### config.mk
export PLATFORM = sky130hd
export DESIGN_NAME = irq_cause_mask
export DESIGN_NICKNAME = d
export VERILOG_FILES = /design/src/rtl/irq_cm_pkg.sv /design/src/rtl/irq_sticky_bank.sv /design/src/rtl/irq_leg_line.sv /design/src/rtl/irq_mask_reg.sv /design/src/rtl/irq_out_gen.sv /design/src/rtl/irq_cause_mask.sv
export SDC_FILE = /design/constraint.sdc
export NUM_CORES = 1
export LEC_CHECK = 0
export ABC_AREA = 1
export BUFFER_PORTS_ARGS = -buffer_cell sky130_fd_sc_hd__buf_4
export CORE_ASPECT_RATIO = 1.25
export CORE_MARGIN = 2
export CORE_UTILIZATION = 49
export DETAILED_ROUTE_END_ITERATION = 8
export PLACE_DENSITY = 0.83
export SYNTH_ARGS = -nofsm -noshare
export SYNTH_HDL_FRONTEND = slang
export SYNTH_SLANG_ARGS = --single-unit
### constraint.sdc
create_clock -name clk -period 1.7 [get_ports clk]
set_input_delay 0.085 -clock clk [delete_from_list [all_inputs] [get_ports clk]]
set_output_delay 0.085 -clock clk [all_outputs]
set_load 0.01 [all_outputs]
### src/rtl/irq_cm_pkg.sv
package irq_cm_pkg;

    localparam int unsigned REG_W   = 32;
    localparam int unsigned LEG_N   = 4;
    localparam int unsigned LEG_LSB = 24;

    // Positions software decodes; fixed by the register layout.
    localparam logic [REG_W-1:0] STICKY_BITS = 32'h10FF_DFDB;
    localparam logic [REG_W-1:0] LEG_BITS    = 32'h0F00_0000;
    localparam logic [REG_W-1:0] LIVE_BITS   = STICKY_BITS | LEG_BITS;

    typedef enum logic {
        LEG_IDLE   = 1'b0,
        LEG_ACTIVE = 1'b1
    } leg_state_e;

    typedef enum logic {
        SEL_CAUSE = 1'b0,
        SEL_MASK  = 1'b1
    } reg_sel_e;

endpackage

### src/rtl/irq_sticky_bank.sv
module irq_sticky_bank #(
    parameter int unsigned W = 32,
    parameter logic [W-1:0] KEEP = '1
) (
    input  logic         clk,
    input  logic         rst_n,
    input  logic [W-1:0] evt,
    input  logic         clr_en,
    input  logic [W-1:0] clr_data,
    output logic [W-1:0] bits_q
);

    logic [W-1:0] hold_mask;
    logic [W-1:0] bits_d;

    always_comb begin
        hold_mask = clr_en ? clr_data : '1;
        // Event OR-ed in last: an event beats a same-cycle clear.
        bits_d    = ((bits_q & hold_mask) | evt) & KEEP;
    end

    always_ff @(posedge clk) begin
        if (!rst_n) begin
            bits_q <= '0;
        end else begin
            bits_q <= bits_d;
        end
    end

endmodule

### src/rtl/irq_leg_line.sv
module irq_leg_line
    import irq_cm_pkg::*;
(
    input  logic clk,
    input  logic rst_n,
    input  logic set_msg,
    input  logic clr_msg,
    output logic active
);

    leg_state_e state_q;
    leg_state_e state_d;

    always_ff @(posedge clk) begin
        if (!rst_n) begin
            state_q <= LEG_IDLE;
        end else begin
            state_q <= state_d;
        end
    end

    always_comb begin
        state_d = state_q;
        unique case (state_q)
            LEG_IDLE: begin
                if (set_msg && !clr_msg) begin
                    state_d = LEG_ACTIVE;
                end
            end
            LEG_ACTIVE: begin
                if (clr_msg) begin
                    state_d = LEG_IDLE;
                end
            end
            default: state_d = LEG_IDLE;
        endcase
    end

    always_comb begin
        active = (state_q == LEG_ACTIVE);
    end

endmodule

### src/rtl/irq_mask_reg.sv
module irq_mask_reg #(
    parameter int unsigned W = 32,
    parameter logic [W-1:0] KEEP = '1
) (
    input  logic         clk,
    input  logic         rst_n,
    input  logic         wr_en,
    input  logic [W-1:0] wr_data,
    output logic [W-1:0] bits_q
);

    always_ff @(posedge clk) begin
        if (!rst_n) begin
            bits_q <= '0;
        end else if (wr_en) begin
            bits_q <= wr_data & KEEP;
        end
    end

endmodule

### src/rtl/irq_out_gen.sv
module irq_out_gen #(
    parameter int unsigned W = 32
) (
    input  logic         clk,
    input  logic         rst_n,
    input  logic [W-1:0] cause,
    input  logic [W-1:0] enable,
    output logic         irq_q
);

    logic hit;

    always_comb begin
        hit = |(cause & enable);
    end

    always_ff @(posedge clk) begin
        if (!rst_n) begin
            irq_q <= 1'b0;
        end else begin
            irq_q <= hit;
        end
    end

endmodule

### src/rtl/irq_cause_mask.sv
module irq_cause_mask
    import irq_cm_pkg::*;
#(
    parameter int unsigned W      = REG_W,
    parameter int unsigned NLEG   = LEG_N,
    parameter int unsigned LEG_LO = LEG_LSB
) (
    input  logic         clk,
    input  logic         rst_n,
    input  logic         wr_en,
    input  logic         reg_sel,
    input  logic [W-1:0] wr_data,
    output logic [W-1:0] rd_data,
    input  logic [W-1:0] evt_pulse,
    input  logic [NLEG-1:0] leg_assert,
    input  logic [NLEG-1:0] leg_deassert,
    output logic         irq_out
);

    localparam int unsigned TOP_PAD = W - LEG_LO - NLEG;

    logic            wr_cause;
    logic            wr_mask;
    logic [W-1:0]    sticky_q;
    logic [W-1:0]    mask_q;
    logic [W-1:0]    cause_q;
    logic [NLEG-1:0] leg_vec;

    always_comb begin
        wr_cause = wr_en && (reg_sel == SEL_CAUSE);
        wr_mask  = wr_en && (reg_sel == SEL_MASK);
    end

    irq_sticky_bank #(
        .W    (W),
        .KEEP (STICKY_BITS)
    ) u_sticky (
        .clk      (clk),
        .rst_n    (rst_n),
        .evt      (evt_pulse),
        .clr_en   (wr_cause),
        .clr_data (wr_data),
        .bits_q   (sticky_q)
    );

    for (genvar k = 0; k < NLEG; k++) begin : g_leg
        irq_leg_line u_line (
            .clk     (clk),
            .rst_n   (rst_n),
            .set_msg (leg_assert[k]),
            .clr_msg (leg_deassert[k]),
            .active  (leg_vec[k])
        );
    end

    irq_mask_reg #(
        .W    (W),
        .KEEP (LIVE_BITS)
    ) u_mask (
        .clk     (clk),
        .rst_n   (rst_n),
        .wr_en   (wr_mask),
        .wr_data (wr_data),
        .bits_q  (mask_q)
    );

    always_comb begin
        cause_q = sticky_q | {{TOP_PAD{1'b0}}, leg_vec, {LEG_LO{1'b0}}};
    end

    irq_out_gen #(
        .W (W)
    ) u_irq (
        .clk    (clk),
        .rst_n  (rst_n),
        .cause  (cause_q),
        .enable (mask_q),
        .irq_q  (irq_out)
    );

    always_comb begin
        rd_data = (reg_sel == SEL_MASK) ? mask_q : cause_q;
    end

endmodule

==> summary.txt, run 1 <==
Logic synthesis
  – Cells after Synth: 360
  – Mean area per synthesized cell: 6.750 um2
  – Post-synthesis register bit count: 53
  – Synth top area cells: dfxtp_1, nand2_1, nor2_1
  – Synthesized area: 2430 um2
  – Yosys cell types: 18
  – Synth top area share: 0.4367
  – Yosys top cell by area: dfxtp_1
  – Post-synthesis sequential area ratio: 0.4367
  – Yosys warnings: 0

Critical path
  – Critical path peak fanout: 2
  – Crit-path slowest cell: dfxtp_1
  – Worst setup SP type: flip-flop
  – Slowest stage delay, CP: 0.33 ns
  – CP endpoint kind: output port
  – Flop2flop setup slack: 0.76 ns
  – Buf/Inv on CP: 2
  – Critical Path RT: about 1.6 ns
  – Critical R2R Capture: u_irq.irq_q$_SDFF_PN0_
  – Worst EP arrival: 0.98 ns
  – R2R Path Start: u_sticky.bits_q[18]$_SDFF_PN0_
  – Critical path launch point: u_sticky.bits_q[28]$_SDFF_PN0_
  – Crit Path Class: flip-flop to output port
  – Worst-path cell chain: inv_1, o21ai_0, buf_4
  – Cell family with most CP delay: flip-flops
  – R2R cell count: 6

Timing
  – Worst Skew: 0.001907 ns
  – Final TNS setup: 0 ns
  – Slew @ Worst Pin: 0.4996 ns
  – RSZ-0062 raised after global routing: false
  – Hold Fails Final Rpt: 0
  – Final setup viols: 0
  – Max Fclk: 0.9375 GHz
  – Final min period: 1.067 ns
  – Worst relative slew slack: 0.6665
  – Slew Limit Fails: 0
  – Period utilisation layout: 0.6275

Floorplanning
  – Total die area: approximately 5500 um2
  – I/O Pins: approximately 110
  – # rows: 28
  – Die span in y: about 83 um
  – Core area: 4765 um2
  – Die W: 66.99 um
  – Initial core utilization: 0.5100

Clock tree
  – CTS clock-pin slew for the worst setup and hold paths: around 0.090 ns
  – Root buf cell: clkbuf_8
  – H-tree level count: 2
  – CTS tree: yes
  – Cts bufs inserted: 5
  – Max clock buf depth: 2
  – Sink Count: 53
  – Resized Gates After CTS: 0
  – Worst-Skew Late Latency: 0.30 ns

Power and ir drop
  – Pwr Density: 821.6 nW/um2
  – Peak supply drop: 546.1 uV
  – P_leak: 1.630 nW

Finish
  – Layout cells sized above 1: 0.2460
  – Diodes inserted: 0
  – Commonest cells after routing, fill and taps aside: nand2_1, buf_4, nor2_1
  – Commonest non-fill, non-tap cell in the layout: nand2_1
  – Filler cell count in the final layout: 454
  – Nets@finish: slightly above 500
  – Layout area overhead: 30.17%
  – Fin cells: 503

Outcome
  – Status: completed

Route
  – Total iterations of the first detailed-routing run: 4
  – DRC Markers: 0
  – Routed vias/inst: between 4 and 5
  – Mean routed wirelength per cell: 11.78 um
  – Number of DRC markers in iteration 0: around 170
  – Routed vias: 2415
  – Antenna viol nets, final: 0
  – Detailed Route WL: 5926 um

Worst hold path
  – Hold Path Origin: evt_pulse[22]
  – Hold Path Class: primary input to flip-flop
  – WHS Endpoint: u_sticky.bits_q[22]$_SDFF_PN0_
  – Worst hold path depth: 3

Placement
  – Routability Congestion: 0.7681
  – HPWL after DPL: 4032 um
  – Buffers on Ports: 86
  – Placed Instances: 492

Global route
  – Vias in the first global route: 2150
  – Initial antenna violation count: 0
  – Gr usage total: 0.2224
  – First-pass GRT wire length: 9356 um
  – Pin count of the biggest net entering global routing: 28
  – Gr ovfl total: 0

Run
  – Max cap viols: 0
[worst min-delay path: stages]
cell,delay [ns]
buf_4,0.10
inv_1,0.04
a21oi_1,0.05
[synth_stat cells, drive strengths merged]
library cell and n:
nand2 118, dfxtp 53, conb 1, o21ai 50, clkbuf 6, buf 15, a21oi 24, inv 27
nor2 62, nor3 4
[report_power, final]
part / leakage [nW] / total (mW) / switching [mW] / internal, mW
registers: 0.440 / 1.39 / 0.0606 / 1.33
logic: 1.15 / 0.507 / 0.257 / 0.250
clock network: 0.0443 / 0.703 / 0.379 / 0.324
[layout make-up]
class                   instances  area, um2  area share
repair buffers                 92      700.7      0.2215
flip-flops and latches         53       1061      0.3354
well taps                      60      75.07     0.02373
inverters                      27      103.9     0.03283
clock buffers                   7      86.33     0.02729
multi-input cells             264       1136      0.3592
[kinds of logic after synthesis]
| group | share of synthesized area |
|---|---|
| AO/OA/AOI/OAI | 0.1679 |
| buffers and inverters | 0.1035 |
| flip-flops | 0.4367 |
| other | 0.001543 |
| AND/OR/NAND/NOR | 0.2904 |
[metal layers]
metal | vias to the layer above | track usage | share of wire
li1 | 1279 | - | -
met1 | 1066 | 0.2477 | 0.42
met2 | 63 | 0.4110 | 0.52
met3 | 7 | 0.05014 | 0.047
met4 | 0 | 0.07959 | 0.013
met5 | - | 0 | 0
[flip-flops by register name, indices dropped and copies added (netlist names)]
name / flops
u_mask.bits_q: 26
u_sticky.bits_q: 22
g_leg.u_line.active: 4
u_irq.irq_q: 1
[worst max-delay path by stage]
stage,endpoint,slack (ns),cells past startpoint
floorplan,u_irq.irq_q$_SDFF_PN0_,0.90,6
global placement,u_sticky.bits_q[0]$_SDFF_PN0_,0.55,5
detailed placement,u_sticky.bits_q[16]$_SDFF_PN0_,0.51,5
CTS,rd_data[28],0.62,3
global route,rd_data[28],0.56,3
finish,rd_data[28],0.63,3
[stage by stage]
| stage | total power [mW] | util | cell area, um2 | hold slack [ns] | setup WS [ns] |
|---|---|---|---|---|---|
| after CTS | 2.622 | 0.6639 | 3163 | 0.01091 | 0.6189 |
| after floorplan | 1.687 | - | 2449 | 0.1643 | 0.9021 |
| final | 2.599 | 0.6639 | 3163 | 0.02156 | 0.6333 |
| after detailed placement | 1.920 | 0.6373 | 3037 | 0.2505 | 0.5117 |
| after global routing | 2.748 | 0.6639 | 3163 | 0.01252 | 0.5566 |
| after global placement | 1.905 | 0.6373 | 3037 | 0.2496 | 0.5503 |
[repair_timing]
item / 4_1_cts / 5_1_grt
hold buffers: 4 / 0
endpoints found under the hold margin: 4 / 0
setup endpoints to repair: 0 / 0
setup buffers: 0 / 0
Note: power is estimated with default switching activity, not from simulation.
==> run 2: changes to the inputs <==
--- a/config.mk
+++ b/config.mk
@@ -9,9 +9,9 @@
 export BUFFER_PORTS_ARGS = -buffer_cell sky130_fd_sc_hd__buf_4
 export CORE_ASPECT_RATIO = 1.25
 export CORE_MARGIN = 2
-export CORE_UTILIZATION = 49
+export CORE_UTILIZATION = 47
 export DETAILED_ROUTE_END_ITERATION = 8
-export PLACE_DENSITY = 0.83
+export PLACE_DENSITY = 0.8
 export SYNTH_ARGS = -nofsm -noshare
 export SYNTH_HDL_FRONTEND = slang
 export SYNTH_SLANG_ARGS = --single-unit
==> constraint.sdc (replaced) <==
create_clock -name clk -period 1.09 [get_ports clk]
set_input_delay 0.0545 -clock clk [delete_from_list [all_inputs] [get_ports clk]]
set_output_delay 0.0545 -clock clk [all_outputs]
set_load 0.01 [all_outputs]
==> summary.txt, run 2 (synthesis results as in run 1) <==
Timing
  – Worst setup margin: about 0.086 ns
  – Slew Limit Fails: 0
  – Final min period: 1.004 ns
  – Hold Fails Final Rpt: 0
  – Final TNS setup: 0 ns
  – Max Fclk: 0.9958 GHz
  – Period utilisation layout: 0.9213
  – Worst Skew: 0.006645 ns
  – Final setup viols: 0
  – RSZ-0062 raised after global routing: false

Route
  – Mean routed wirelength per cell: 11.66 um
  – Routed vias: 2514
  – Number of DRC markers in iteration 0: between 100 and 150
  – DRC Markers: 0
  – Routed vias/inst: 4.761
  – Total iterations of the first detailed-routing run: 4
  – Antenna viol nets, final: 0
  – Detailed Route WL: 6154 um

Floorplanning
  – Core area: around 5000 um2
  – I/O Pins: 109
  – Die span in y: 84.39 um
  – # rows: 29
  – Initial core utilization: 0.4818
  – Die W: 68.31 um
  – Total die area: just under 6000 um2

Global route
  – First-pass GRT wire length: just over 10000 um
  – Pin count of the biggest net entering global routing: 26
  – Gr usage total: 0.2327
  – Initial antenna violation count: 0
  – Vias in the first global route: 2337
  – Gr ovfl total: 0

Finish
  – Diodes inserted: 0
  – Commonest cells after routing, fill and taps aside: nand2_1, buf_4, nor2_1
  – Filler cell count in the final layout: approximately 440
  – Core Util, Final: 0.6733
  – Nets@finish: 542
  – Layout cells sized above 1: 0.2489
  – Max reg flops: 26
  – Biggest register: u_mask.bits_q
  – Layout area overhead: 39.75%
  – Commonest non-fill, non-tap cell in the layout: nand2_1
  – Multi-input gate area: 1139 um2
  – Fin cells: around 530
  – Reg area: 1061 um2

Clock tree
  – H-tree level count: 2
  – Worst-Skew Late Latency: 0.30 ns
  – Max clock buf depth: 2
  – Cts bufs inserted: 5
  – Setup Buffers After CTS: 0
  – Sink Count: 53
  – CTS tree: yes
  – CTS clock-pin slew for the worst setup and hold paths: 0.08 ns
  – Root buf cell: clkbuf_8

Power and ir drop
  – Sequential power share: 0.526
  – P_leak: ~1.7 nW
  – Int Power: 3.027 mW
  – P_sw: 1.096 mW
  – Pwr Density: 1214 nW/um2
  – PnR Total Power: 4.123 mW
  – Comb pwr share: 0.211
  – Peak supply drop: 972.6 uV
  – Switching power share of the total: 0.2658
  – Clk pwr share: 0.263

Critical path
  – CP endpoint kind: output port
  – Critical Path RT: 1.04 ns
  – Worst EP arrival: ~0.95 ns
  – Crit-path slowest cell: dfxtp_1
  – Buf/Inv on CP: 2
  – Worst setup SP type: flip-flop
  – Crit Path Class: flip-flop to output port
  – Worst-path cell chain: inv_1, o21ai_1, buf_4
  – Critical path peak fanout: 2
  – Cell family with most CP delay: flip-flops
  – Slowest stage delay, CP: roughly 0.33 ns

Placement
  – Routability Congestion: ~0.80
  – HPWL after DPL: between 4000 and 5000 um
  – Pre-CTS setup slack: 0.06687 ns
  – Buffers on Ports: 86
  – Placed Instances: 500

Outcome
  – Status: completed

Worst hold path
  – Hold Path Class: primary input to flip-flop

Run
  – Max cap viols: 0
==> run 2: cell types whose count changed in the layout (fill, tap and decap cells not counted) <==
cell,before,now
dlygate4sd3_1,4,21
nor2_1,62,61
o21ai_0,40,39
o21ai_1,0,1
nor2_2,0,1
buf_4,88,93
buf_12,0,1
==> run 2: area by class of cell <==
| cell class | count | share of cell area |
|---|---|---|
| Sequential cell | 53 | 0.3125 |
| Inverter | 27 | 0.03058 |
| Timing Repair Buffer | 115 | 0.2734 |
| Tap cell | 62 | 0.02284 |
| Multi-Input combinational cell | 264 | 0.3353 |
| Clock buffer | 7 | 0.02542 |
==> run 2: per-layer routing <==
layer / GRT usage / vias to the layer above / routed length (um)
met1: 0.2785 / 1097 / 2564
met4: 0.08364 / 0 / 136
met5: 0 / - / 0
met3: 0.04558 / 12 / 327
li1: - / 1323 / -
met2: 0.4016 / 82 / 3126
==> run 2: final timing paths <==
path,endpoint,start,cells after the start,slack (ns)
max,rd_data[28],u_sticky.bits_q[28]$_SDFF_PN0_,3,0.09
min,u_sticky.bits_q[0]$_SDFF_PN0_,evt_pulse[0],3,0.003
max reg2reg,u_irq.irq_q$_SDFF_PN0_,u_mask.bits_q[18]$_SDFFE_PN0P_,6,0.19
min reg2reg,u_mask.bits_q[28]$_SDFFE_PN0P_,u_mask.bits_q[28]$_SDFFE_PN0P_,2,0.47
==> run 2: power by group through the flow <==
stage	clock, mW	combinational [mW]	sequential (mW)
floorplan	0	0.437	2.19
global placement	0	0.793	2.21
detailed placement	0	0.809	2.21
CTS	1.12	0.862	2.17
global route	1.21	0.978	2.19
finish	1.09	0.871	2.17
==> run 2: tightest hold or removal path: cells and delay by family <==
kind,cells,cell delay [ns]
buf+inv,2,0.14
compound gates,1,0.05
==> run 2: per-stage QoR <==
step / cell area [um2] / hold WS (ns)
after floorplan: 2449 / 0.1338
after CTS: 3363 / 0.0009269
after global routing: 3396 / -0.0006535
after detailed placement: 3097 / 0.2210
after global placement: 3097 / 0.2214
final: 3396 / 0.003090
==> run 2: repair_timing <==
item                                    CTS  global route
hold buffers                             18             3
resized for setup                         0             2
endpoints found under the hold margin    18             3
endpoints found under the setup margin    0             2
